$ cat config.mk
export PLATFORM = sky130hd
export DESIGN_NAME = rtc_upd_seq
export DESIGN_NICKNAME = d
export VERILOG_FILES = /design/src/rtl/rtc_upd_seq.sv
export SDC_FILE = /design/constraint.sdc
export NUM_CORES = 1
export LEC_CHECK = 0
export BUFFER_PORTS_ARGS = -buffer_cell sky130_fd_sc_hd__buf_2
export CAP_MARGIN = 20
export CORE_AREA = 4 4 41 43
export DETAILED_ROUTE_END_ITERATION = 12
export DIE_AREA = 0 0 45 47
export HOLD_SLACK_MARGIN = 0.1
export PLACE_DENSITY = 0.45
export SETUP_SLACK_MARGIN = 0.5
export SLEW_MARGIN = 0
export SYNTH_ARGS = -nofsm -noshare
export SYNTH_HDL_FRONTEND = slang
export SYNTH_SLANG_ARGS = --single-unit
$ cat constraint.sdc
create_clock -name clk -period 1.9 [get_ports clk]
set_clock_uncertainty 0.05 [all_clocks]
set_input_delay 0.095 -clock clk [delete_from_list [all_inputs] [get_ports clk]]
set_output_delay 0.095 -clock clk [all_outputs]
set_load 0.02 [all_outputs]
$ cat src/rtl/rtc_upd_seq.sv
module rtc_upd_seq #(
  parameter int LEAD_TICKS = 8,
  parameter int WIN_TICKS  = 2,
  parameter int TAIL_TICKS = 1
) (
  input  logic clk,
  input  logic rst_n,
  input  logic tick32,
  input  logic sec_tick,
  input  logic div_hold,
  input  logic flag_rd,
  input  logic upd_irq_en,
  input  logic upd_irq_inh,
  output logic upd_busy,
  output logic upd_done,
  output logic cnt_wr_en,
  output logic irq_upd
);
  localparam int MAXT = (LEAD_TICKS > WIN_TICKS)
                        ? ((LEAD_TICKS > TAIL_TICKS) ? LEAD_TICKS : TAIL_TICKS)
                        : ((WIN_TICKS > TAIL_TICKS) ? WIN_TICKS : TAIL_TICKS);
  localparam int CW = (MAXT > 1) ? $clog2(MAXT) : 1;
  localparam logic [CW-1:0] LEAD_LAST = CW'(LEAD_TICKS - 1);
  localparam logic [CW-1:0] WIN_LAST  = CW'(WIN_TICKS - 1);
  localparam logic [CW-1:0] TAIL_LAST = CW'(TAIL_TICKS - 1);

  typedef enum logic [1:0] {S_IDLE, S_LEAD, S_WIN, S_TAIL} st_t;

  st_t           st;
  logic [CW-1:0] cnt;
  logic [CW-1:0] lim;
  logic          last;
  logic          fin;

  always_comb begin
    case (st)
      S_LEAD:  lim = LEAD_LAST;
      S_WIN:   lim = WIN_LAST;
      default: lim = TAIL_LAST;
    endcase
  end

  assign last = tick32 && (cnt == lim);
  assign fin  = !div_hold && (st == S_TAIL) && last;

  always_ff @(posedge clk) begin
    if (!rst_n || div_hold) begin
      st  <= S_IDLE;
      cnt <= '0;
    end else if (st == S_IDLE) begin
      cnt <= '0;
      if (sec_tick) st <= S_LEAD;
    end else if (last) begin
      cnt <= '0;
      case (st)
        S_LEAD:  st <= S_WIN;
        S_WIN:   st <= S_TAIL;
        default: st <= S_IDLE;
      endcase
    end else if (tick32) begin
      cnt <= cnt + 1'b1;
    end
  end

  always_ff @(posedge clk) begin
    if (!rst_n)       upd_done <= 1'b0;
    else if (fin)     upd_done <= 1'b1;
    else if (flag_rd) upd_done <= 1'b0;
  end

  assign upd_busy  = (st != S_IDLE);
  assign cnt_wr_en = (st == S_WIN);
  assign irq_upd   = upd_done && upd_irq_en && !upd_irq_inh;
endmodule

==> metrics.yaml, run 1 <==
floorplan:
  coreArea_sq_um: 1300
  dieArea_sq_um: 2120
  boundaryPins: 12
  fp-row-count: 13
  dieWidth_microns: 45
  start_util_pct: 27.2
  die_y_microns: 47
timing:
  finalSetupViolCount: 0
  finalHoldViolCount: 0
  slew_violations: 0
  tns_ns: 0
  period_needed_ns: 1.55
  worst_slew_pin_slew_ns: 0.223
  slew_headroom_pct: 85.0
  post-route-period-util_pct: 81.5
  fmax_mhz: 646
  rsz0062_at_grt: "yes"
  hold-worst-slack_ns: 0.131
min_path:
  hold_start: "div_hold"
  whs_path_depth: 4
  min_path_type: "in2reg"
  hold_end: "st[0]"
critical_path:
  r2r-start: "st[0]"
  cp_num_cells: 6
  cp.buffers_inverters: 1
  r2r_slack_ns: 0.35
  cp-end-kind: "flop"
  cp_max_fo: 3
  cp.required_ns: 2.03
  reg2reg_depth: 6
  crit_chain: "inv_4, ha_4, xnor2_2, o211a_4, or3_4, nor2_1"
  slowest_stage: "dfxtp_4"
  setup.worst_path.class: "reg2reg"
  path_delay_family: "simple AND/OR/NAND/NOR gates"
  cpPeakStageDelay_ns: 0.38
  worstPathArrival_ns: 1.68
  r2r_end: "cnt[1]"
  worst_setup_path_start_kind: "flop"
  crit_path_start: "st[0]"
pwr:
  power.switching_mw: 0.0878
  comb_power_share_pct: 20.8
  p_seq_share_pct: 40.5
  p_sw_share_pct: 27.3
  p_clk_share_pct: 38.7
  power_mw: 0.321
  peakVddDrop_mv: 0.329
  p_leak_nw: 0.252
  power.internal_mw: 0.233
  powerDensity_nw_per_um2: 572
clock_tree:
  cts_tree: "done"
  clock_latency_ns: 0.25
  cts_buffers: 3
  clkSinkCount: 6
  path_clk_slew_ns: 0.05
  clockBufferDepth: 2
  cts_max_level: 1
  root_buffer: "clkbuf_4"
placement:
  dp_hpwl_microns: 606
  gp_congestion: 0.821
  io_buffer_count: 11
synth:
  yosysTopAreaCellShare_pct: 33.9
  syn_inst: 39
  synth_seq_area_share_pct: 33.9
  syn_nets: 52
  async_flop_share_pct: 0
  synth.cell_area_sq_um: 354
  yosys-top-cells-count: "dfxtp_1, ha_1, inv_1, nor2_1"
  ys.flop_type: "dfxtp_1"
  synth_edf_count: 0
  yosysTopAreaCell: "dfxtp_1"
  ys_types: 16
  avgSynthCellArea_sq_um: 9.08
  synth.area.top_cells: "dfxtp_1, ha_1, mux2i_1"
  synth.most_common_cell: "dfxtp_1"
  ys_warn_count: 0
  ys_seq_elements: 6
cells_and_area:
  drive_gt1_share_pct: 53.6
  n_fill_cell: 134
  nNetsFinal: 71
  n_antenna_cell: 0
  area_growth_pct: 58.7
global_routing:
  grt_first_pass_wirelength_mm: 1.47
  grt.total_usage_pct: 10.1
  grt.overflow.total: 0
  grt_max_degree: 5
  grt_pass1_vias: 351
  antenna_found_initial: 0
drt:
  wl_per_cell_microns: 12.8
  via_per_inst: 4.77
  drc: 0
  num_vias: 339
  drtPass1Iterations: 4
  wl_microns: 908
  drt-initial-drc-count: 2
  ant_nets: 0
flow_run:
  drv_cap: 0
run_status:
  outcome: "completed"
-- through the flow --
step / utilization (%) / worst slack [ns] / cell area, sq um / cells
6_report: 43.2 / 0.352 / 562 / 71
5_1_grt: 43.2 / 0.303 / 562 / 71
4_1_cts: 40.8 / 0.345 / 531 / 71
3_5_place_dp: 35.4 / 0.278 / 460 / 65
3_3_place_gp: 35.4 / 0.300 / 460 / 65
2_1_floorplan: - / 0.394 / 387 / 39
-- registers in the layout, summed over array words and instances, names as in the netlist --
register  flops
upd_done      1
st            2
cnt           3
-- power groups by stage --
stage / combinational (mW) / sequential [mW] / clock, mW
5_1_grt: 0.0722 / 0.130 / 0.136
3_5_place_dp: 0.0444 / 0.134 / 0
2_1_floorplan: 0.0293 / 0.133 / 0
4_1_cts: 0.0584 / 0.130 / 0.127
3_3_place_gp: 0.0435 / 0.134 / 0
6_report: 0.0668 / 0.130 / 0.124
-- metal layers --
metal	global-route usage, %	up-vias	part of all wire [%]
li1	-	167	-
met3	3.83	5	5.6
met1	9.59	156	34
met2	18.1	11	57
met4	7.02	0	2.8
met5	0	-	0
-- tightest hold or removal path: cells and delay by family --
family / cells / cell delay [ns]
buffers and inverters: 2 / 0.14
AND/OR/NAND/NOR: 1 / 0.11
AO/OA/AOI/OAI: 1 / 0.05
-- cell type report --
class                   count  area [sq um]  area share, %
clock buffers               3          22.5           4.01
inverters                   5          23.8           4.23
well taps                  15          18.8           3.34
repair buffers             14          80.1           14.3
multi-input cells          28           289           51.4
flip-flops and latches      6           128           22.7
-- cell usage in the layout (no fill, tap or decap), types with 2 or more instances in the layout --
master | netlist | routed
mux2i_1 | 3 | 2
clkbuf_4 | 0 | 3
dfxtp_1 | 6 | 4
inv_1 | 5 | 3
nand2_1 | 3 | 3
inv_4 | 0 | 2
nor2_1 | 5 | 4
buf_2 | 0 | 11
buf_4 | 0 | 2
dfxtp_4 | 0 | 2
ha_4 | 0 | 2
nand3_1 | 2 | 2
ha_1 | 5 | 3
-- worst max path at each step --
stage	to	slack (ns)
3_5_place_dp	st[0]	0.28
2_1_floorplan	cnt[0]	0.39
6_report	cnt[1]	0.35
4_1_cts	cnt[1]	0.35
3_3_place_gp	st[0]	0.30
5_1_grt	cnt[1]	0.30
-- cells by family (layout without fill, tap and decap cells) --
kind of cell	Yosys count	after routing	synth area share, %
mux	3	3	8.48
fa+ha+maj	5	5	17.7
simple gates	14	14	19.4
flops	6	6	33.9
compound gates	3	3	7.77
buf+inv	5	22	5.30
xor+xnor	3	3	7.42
-- what timing repair did --
item	in CTS	in global routing
hold endpoints to repair	2	0
endpoints found under the setup margin	6	6
gates resized for setup	5	6
pin swaps	4	2
buffers inserted	2	0
hold buffers	1	0
(Power assumes the default switching activity.)
==> run 2: changes to the inputs <==
Clock period 1.9 ns to 1.5 ns, I/O delays scaled along.
==> metrics.yaml, run 2 (synthesis gave the netlist of run 1 again) <==
timing:
  fmax_mhz: 651  # +0.80%
  slew_violations: 0  # unchanged
  rsz0062_at_grt: "yes"
  finalSetupViolCount: 4  # +4
  slew_headroom_pct: 84.6  # -0.44 points
  period_needed_ns: 1.54  # -0.0124 ns
  finalHoldViolCount: 0  # unchanged
  post-route-period-util_pct: 102  # +21 points
  worst_slack_ns: -0.0353  # -0.388 ns
  worst_slew_pin_slew_ns: 0.227  # +0.00381 ns
cells_and_area:
  drive_gt1_share_pct: 57.4  # +3.8 points
  n_antenna_cell: 0  # unchanged
  final_util_pct: 47.1  # +3.9 points
  mostFrequentLayoutCells: "buf_2, buf_4, nor2_1"
  largest_register_ffs: 3  # unchanged
  n_fill_cell: 130  # -3.0%
  nNetsFinal: 76  # +7.0%
  area_growth_pct: 73.1
  final_common_cell: "buf_2"
  regMostFlops: "cnt"
  fin_area_sq_um: 613  # +9.1%
  reg_top3: "cnt: 3 flops, st: 2 flops, upd_done: 1 flops"
floorplan:
  dieWidth_microns: 45  # unchanged
  coreArea_sq_um: 1300  # unchanged
  die_y_microns: 47  # unchanged
  fp-row-count: 13  # unchanged
  dieArea_sq_um: 2120  # unchanged
  start_util_pct: 27.2  # unchanged
  boundaryPins: 12  # unchanged
drt:
  wl_microns: 900  # -0.88%
  via_per_inst: 4.64  # -2.7%
  wl_per_cell_microns: 11.8  # -7.4%
  num_vias: 353  # +4.1%
  drtPass1Iterations: 3  # -1
  ant_nets: 0  # unchanged
  drt-initial-drc-count: 1  # -1
  drc: 0  # unchanged
min_path:
  hold_start: "div_hold"
  min_path_type: "in2reg"
clock_tree:
  clock_latency_ns: 0.23  # -0.02 ns
  clkSinkCount: 6  # unchanged
  root_buffer: "clkbuf_4"
  cts_buffers: 3  # unchanged
  path_clk_slew_ns: 0.05  # about the same
  cts_tree: "done"
  clockBufferDepth: 2  # unchanged
  cts_max_level: 1  # unchanged
critical_path:
  path_delay_family: "simple AND/OR/NAND/NOR gates"
  cp.required_ns: 1.62  # -0.41 ns
  worst_setup_path_start_kind: "flop"
  cp-end-kind: "flop"
  slowest_stage: "or3_4"
  r2r-start: "st[1]"
  crit_path_start: "st[1]"
  cpPeakStageDelay_ns: 0.38  # about the same
  cp.buffers_inverters: 1  # unchanged
  setup.worst_path.class: "reg2reg"
  crit_chain: "inv_2, ha_4, and3_4, o211a_4, or3_4, nor2_1"
  worstPathArrival_ns: 1.66  # -0.02 ns
  cp_max_fo: 3  # unchanged
global_routing:
  grt_first_pass_wirelength_mm: 1.49  # +1.4%
  grt_max_degree: 5  # unchanged
  antenna_found_initial: 0  # unchanged
  grt.total_usage_pct: 9.73  # -0.40 points
  grt.overflow.total: 0  # unchanged
  grt_pass1_vias: 389  # +11%
run_status:
  failed_checks: "setup timing"
  outcome: "finished, violations left"
placement:
  dpl_cell_area_sq_um: 483  # +4.9%
  io_buffer_count: 11  # unchanged
  gp_congestion: 0.801  # -2.4%
  post-place-ws_ns: -0.0817  # -0.360 ns
pwr:
  peakVddDrop_mv: 0.388  # +18%
  p_leak_nw: 0.273  # +8.5%
  powerDensity_nw_per_um2: 665  # +16%
  power_mw: 0.408  # +27%
flow_run:
  drv_cap: 0  # unchanged
-- run 2: cell count changes in the layout (fill, tap and decap cells not counted), moves of 2 or more --
| cell | delta |
|---|---|
| buf_2 | -3 |
| dfxtp_2 | +2 |
| buf_4 | +4 |
| buf_6 | +3 |
-- run 2: final timing paths --
| path | to | depth (start not counted) | slack (ns) |
|---|---|---|---|
| worst max-delay path | cnt[2] | 6 | -0.04 |
| worst max register to register | cnt[2] | 6 | -0.04 |
| worst min register to register | cnt[2] | 2 | 0.51 |
| worst min-delay path | st[0] | 4 | 0.11 |
-- run 2: timing repair --
action                     4_1_cts  5_1_grt
buffers inserted                 2        1
pin swaps                        7        4
hold endpoints to repair         4        0
gates cloned                     0        0
hold buffers                     2        0
resized for setup               12        4
setup endpoints to repair        8        9
-- run 2: per-layer routing --
layer / share of wire [%] / GRT usage (%) / vias up
li1: - / - / 175
met1: 40 / 8.90 / 162
met2: 53 / 18.6 / 10
met3: 2.8 / 2.30 / 6
met4: 4.0 / 7.02 / 0
met5: 0 / 0 / -
-- run 2: layout make-up --
cell class | count | area, sq um | area share, %
timing repair buffer | 19 | 139 | 22.7
sequential | 6 | 126 | 20.6
tap | 15 | 18.8 | 3.06
clock buffer | 3 | 22.5 | 3.67
inverter | 5 | 21.3 | 3.47
multi-input combinational | 28 | 285 | 46.5
-- run 2: worst register-to-register path: stages, from the launching register on --
cell and delay [ns]:
dfxtp_2 0.33, inv_2 0.06, ha_4 0.16, and3_4 0.17, o211a_4 0.23, or3_4 0.38, nor2_1 0.09
-- run 2: power by group --
| group | switching [mW] | leakage [nW] | internal [mW] |
|---|---|---|---|
| logic | 0.0407 | 0.209 | 0.0539 |
| registers | 0.00420 | 0.0502 | 0.162 |
| clock network | 0.0564 | 0.0138 | 0.0904 |
| total | 0.101 | 0.273 | 0.306 |
-- run 2: metrics by stage --
| stage | TNS [ns] | hold WS (ns) | cells |
|---|---|---|---|
| global placement | -0.0793 | 0.293 | 68 |
| CTS | -0.162 | 0.105 | 75 |
| global route | -0.394 | 0.128 | 76 |
| detailed placement | -0.198 | 0.313 | 68 |
| floorplan | -0.0186 | 0.153 | 39 |
| finish | -0.0874 | 0.112 | 76 |
==> run 3: changes to the inputs <==
Settings changed: CORE_AREA 4 4 41 43 to 8 8 45 47, DIE_AREA 0 0 45 47 to 0 0 53 55, SKIP_LAST_GASP set to 1, SLEW_MARGIN 0 to not set.
==> metrics.yaml, run 3 (synthesis gave the netlist of run 1 again) <==
run_status:
  outcome: "finished, violations left"
  failed_checks: "setup timing"
timing:
  fmax_mhz: 644  # -1.1%
  rsz0062_at_grt: "yes"
  finalSetupViolCount: 5  # +1
  slew_violations: 0  # unchanged
  period_needed_ns: 1.55  # +0.0171 ns
  slew_headroom_pct: 82.1  # -2.4 points
  worst_slew_pin_slew_ns: 0.263  # +0.0360 ns
  post-route-period-util_pct: 103  # +1.1 points
  finalHoldViolCount: 0  # unchanged
  worst_slack_ns: -0.0524  # -0.0171 ns
cells_and_area:
  largest_register_ffs: 3  # unchanged
  final_util_pct: 48.3  # +1.2 points
  reg_top3: "cnt: 3 flops, st: 2 flops, upd_done: 1 flops"
  nNetsFinal: 80  # +5.3%
  n_antenna_cell: 0  # unchanged
  regMostFlops: "cnt"
  mostFrequentLayoutCells: "buf_4, buf_2, nor2_1"
  final_common_cell: "buf_4"
  n_fill_cell: 133  # +2.3%
  area_growth_pct: 88.7
  drive_gt1_share_pct: 60.0  # +2.6 points
clock_tree:
  cts_max_level: 1  # unchanged
  clkSinkCount: 6  # unchanged
  clockBufferDepth: 2  # unchanged
  root_buffer: "clkbuf_4"
  clock_latency_ns: 0.26  # +0.03 ns
  cts_buffers: 3  # unchanged
  path_clk_slew_ns: 0.05  # about the same
  cts_tree: "done"
global_routing:
  grt_first_pass_wirelength_mm: 1.63  # +9.3%
  grt.total_usage_pct: 7.81  # -1.9 points
  grt_max_degree: 5  # unchanged
  antenna_found_initial: 0  # unchanged
  gr-usage-met3_pct: 3.48  # +1.2 points
  grt.overflow.total: 0  # unchanged
  gr-usage-met2_pct: 13.5  # -5.2 points
  use_met1_pct: 7.44  # -1.5 points
  grt_most_used_layer: "met2"
  grt_pass1_vias: 404  # +3.9%
critical_path:
  r2r_end: "cnt[1]"
  worstPathArrival_ns: 1.69  # +0.03 ns
  r2r_slack_ns: -0.05  # -0.02 ns
  crit_path_start: "st[1]"
  reg2reg_depth: 6  # unchanged
  critPathCapture: "cnt[1]"
  setup.worst_path.class: "reg2reg"
  cp-end-kind: "flop"
  r2r-start: "st[1]"
  cp_max_fo: 4  # +1
  worst_setup_path_start_kind: "flop"
  cp.required_ns: 1.64  # +0.02 ns
pwr:
  comb_power_share_pct: 24.6  # +1.4 points
  power.switching_mw: 0.119  # +18%
  peakVddDrop_mv: 0.324  # -16%
  p_clk_share_pct: 37.1  # +1.1 points
  p_sw_share_pct: 27.5  # +2.6 points
  power.internal_mw: 0.315  # +3.0%
  power_mw: 0.435  # +6.7%
  p_leak_nw: 0.300  # +9.8%
  powerDensity_nw_per_um2: 651  # -2.1%
  p_seq_share_pct: 38.3  # -2.5 points
min_path:
  whs_path_depth: 3  # -1
  min_path_type: "in2reg"
placement:
  dp_hpwl_microns: 658
  gp_congestion: 0.739  # -7.8%
  io_buffer_count: 11  # unchanged
floorplan:
  boundaryPins: 12  # unchanged
  dieWidth_microns: 53  # +18%
  die_y_microns: 55  # +17%
  dieArea_sq_um: 2920  # +38%
  coreArea_sq_um: 1380  # +6.3%
  start_util_pct: 25.6  # -1.6 points
  fp-row-count: 14  # +1
flow_run:
  drv_cap: 0  # unchanged
drt:
  drc: 0  # unchanged
  drtPass1Iterations: 1  # -2
  ant_nets: 0  # unchanged
  drt-initial-drc-count: 0  # -1
  via_per_inst: 4.47  # -3.8%
  wl_microns: 973  # +8.1%
  num_vias: 362  # +2.5%
  wl_per_cell_microns: 12.0  # +1.4%
run 3: cell types whose count changed in the layout (fill, tap and decap cells not counted):
cell,before,now
dlygate4sd3_1,2,3
buf_4,6,9
xnor2_2,1,0
xnor2_4,0,1
inv_2,1,0
a32oi_2,0,1
inv_4,1,2
a32oi_1,1,0
run 3: stage by stage:
| stage | setup slack, ns | std cells | hold slack, ns | instance area [sq um] | TNS [ns] |
|---|---|---|---|---|---|
| after floorplan | -0.00621 | 39 | 0.153 | 387 | -0.0186 |
| after global placement | -0.124 | 70 | 0.303 | 492 | -0.226 |
| after CTS | -0.0499 | 79 | 0.104 | 622 | -0.156 |
| final | -0.0524 | 81 | 0.102 | 668 | -0.205 |
| after detailed placement | -0.0970 | 70 | 0.297 | 492 | -0.207 |
| after global routing | -0.100 | 81 | 0.113 | 668 | -0.487 |
run 3: cell type report:
type,count,area (sq um),area share [%]
Timing Repair Buffer,23,171,25.7
Sequential cell,6,126,18.9
Tap cell,16,20.0,3.00
Inverter,5,23.8,3.56
Multi-Input combinational cell,28,304,45.5
Clock buffer,3,22.5,3.37
run 3: power groups by stage:
| stage | sequential [mW] | combinational (mW) | clock [mW] |
|---|---|---|---|
| global placement | 0.169 | 0.0672 | 0 |
| floorplan | 0.169 | 0.0371 | 0 |
| global route | 0.166 | 0.114 | 0.178 |
| finish | 0.166 | 0.107 | 0.161 |
| CTS | 0.166 | 0.0968 | 0.161 |
| detailed placement | 0.169 | 0.0676 | 0 |
run 3: layer usage:
metal  wire length (microns)  vias to the layer above  part of all wire [%]
met4                      16                        0                   1.6
met2                     513                       11                    53
met5                       0                        -                     0
met1                     380                      162                    39
met3                      63                        2                   6.5
li1                        -                      187                     -
run 3: worst min path at each step:
| stage | slack (ns) | start | end |
|---|---|---|---|
| finish | 0.10 | tick32 | cnt[0] |
| global route | 0.11 | sec_tick | st[1] |
| CTS | 0.10 | tick32 | cnt[0] |
| detailed placement | 0.30 | rst_n | upd_done |
| global placement | 0.30 | rst_n | upd_done |
| floorplan | 0.15 | rst_n | upd_done |
run 3: timing repair:
action | 4_1_cts | 5_1_grt
pin swaps | 7 | 1
resized for setup | 14 | 5
hold buffers | 3 | 0
buffers inserted | 3 | 2
endpoints found under the setup margin | 9 | 9
hold endpoints to repair | 3 | 0
run 3: worst max-delay path, cell delays in order (launching register included):
cell	delay, ns
dfxtp_2	0.34
inv_4	0.05
ha_4	0.15
and3_4	0.17
o211a_4	0.24
or3_4	0.38
nor2_2	0.10
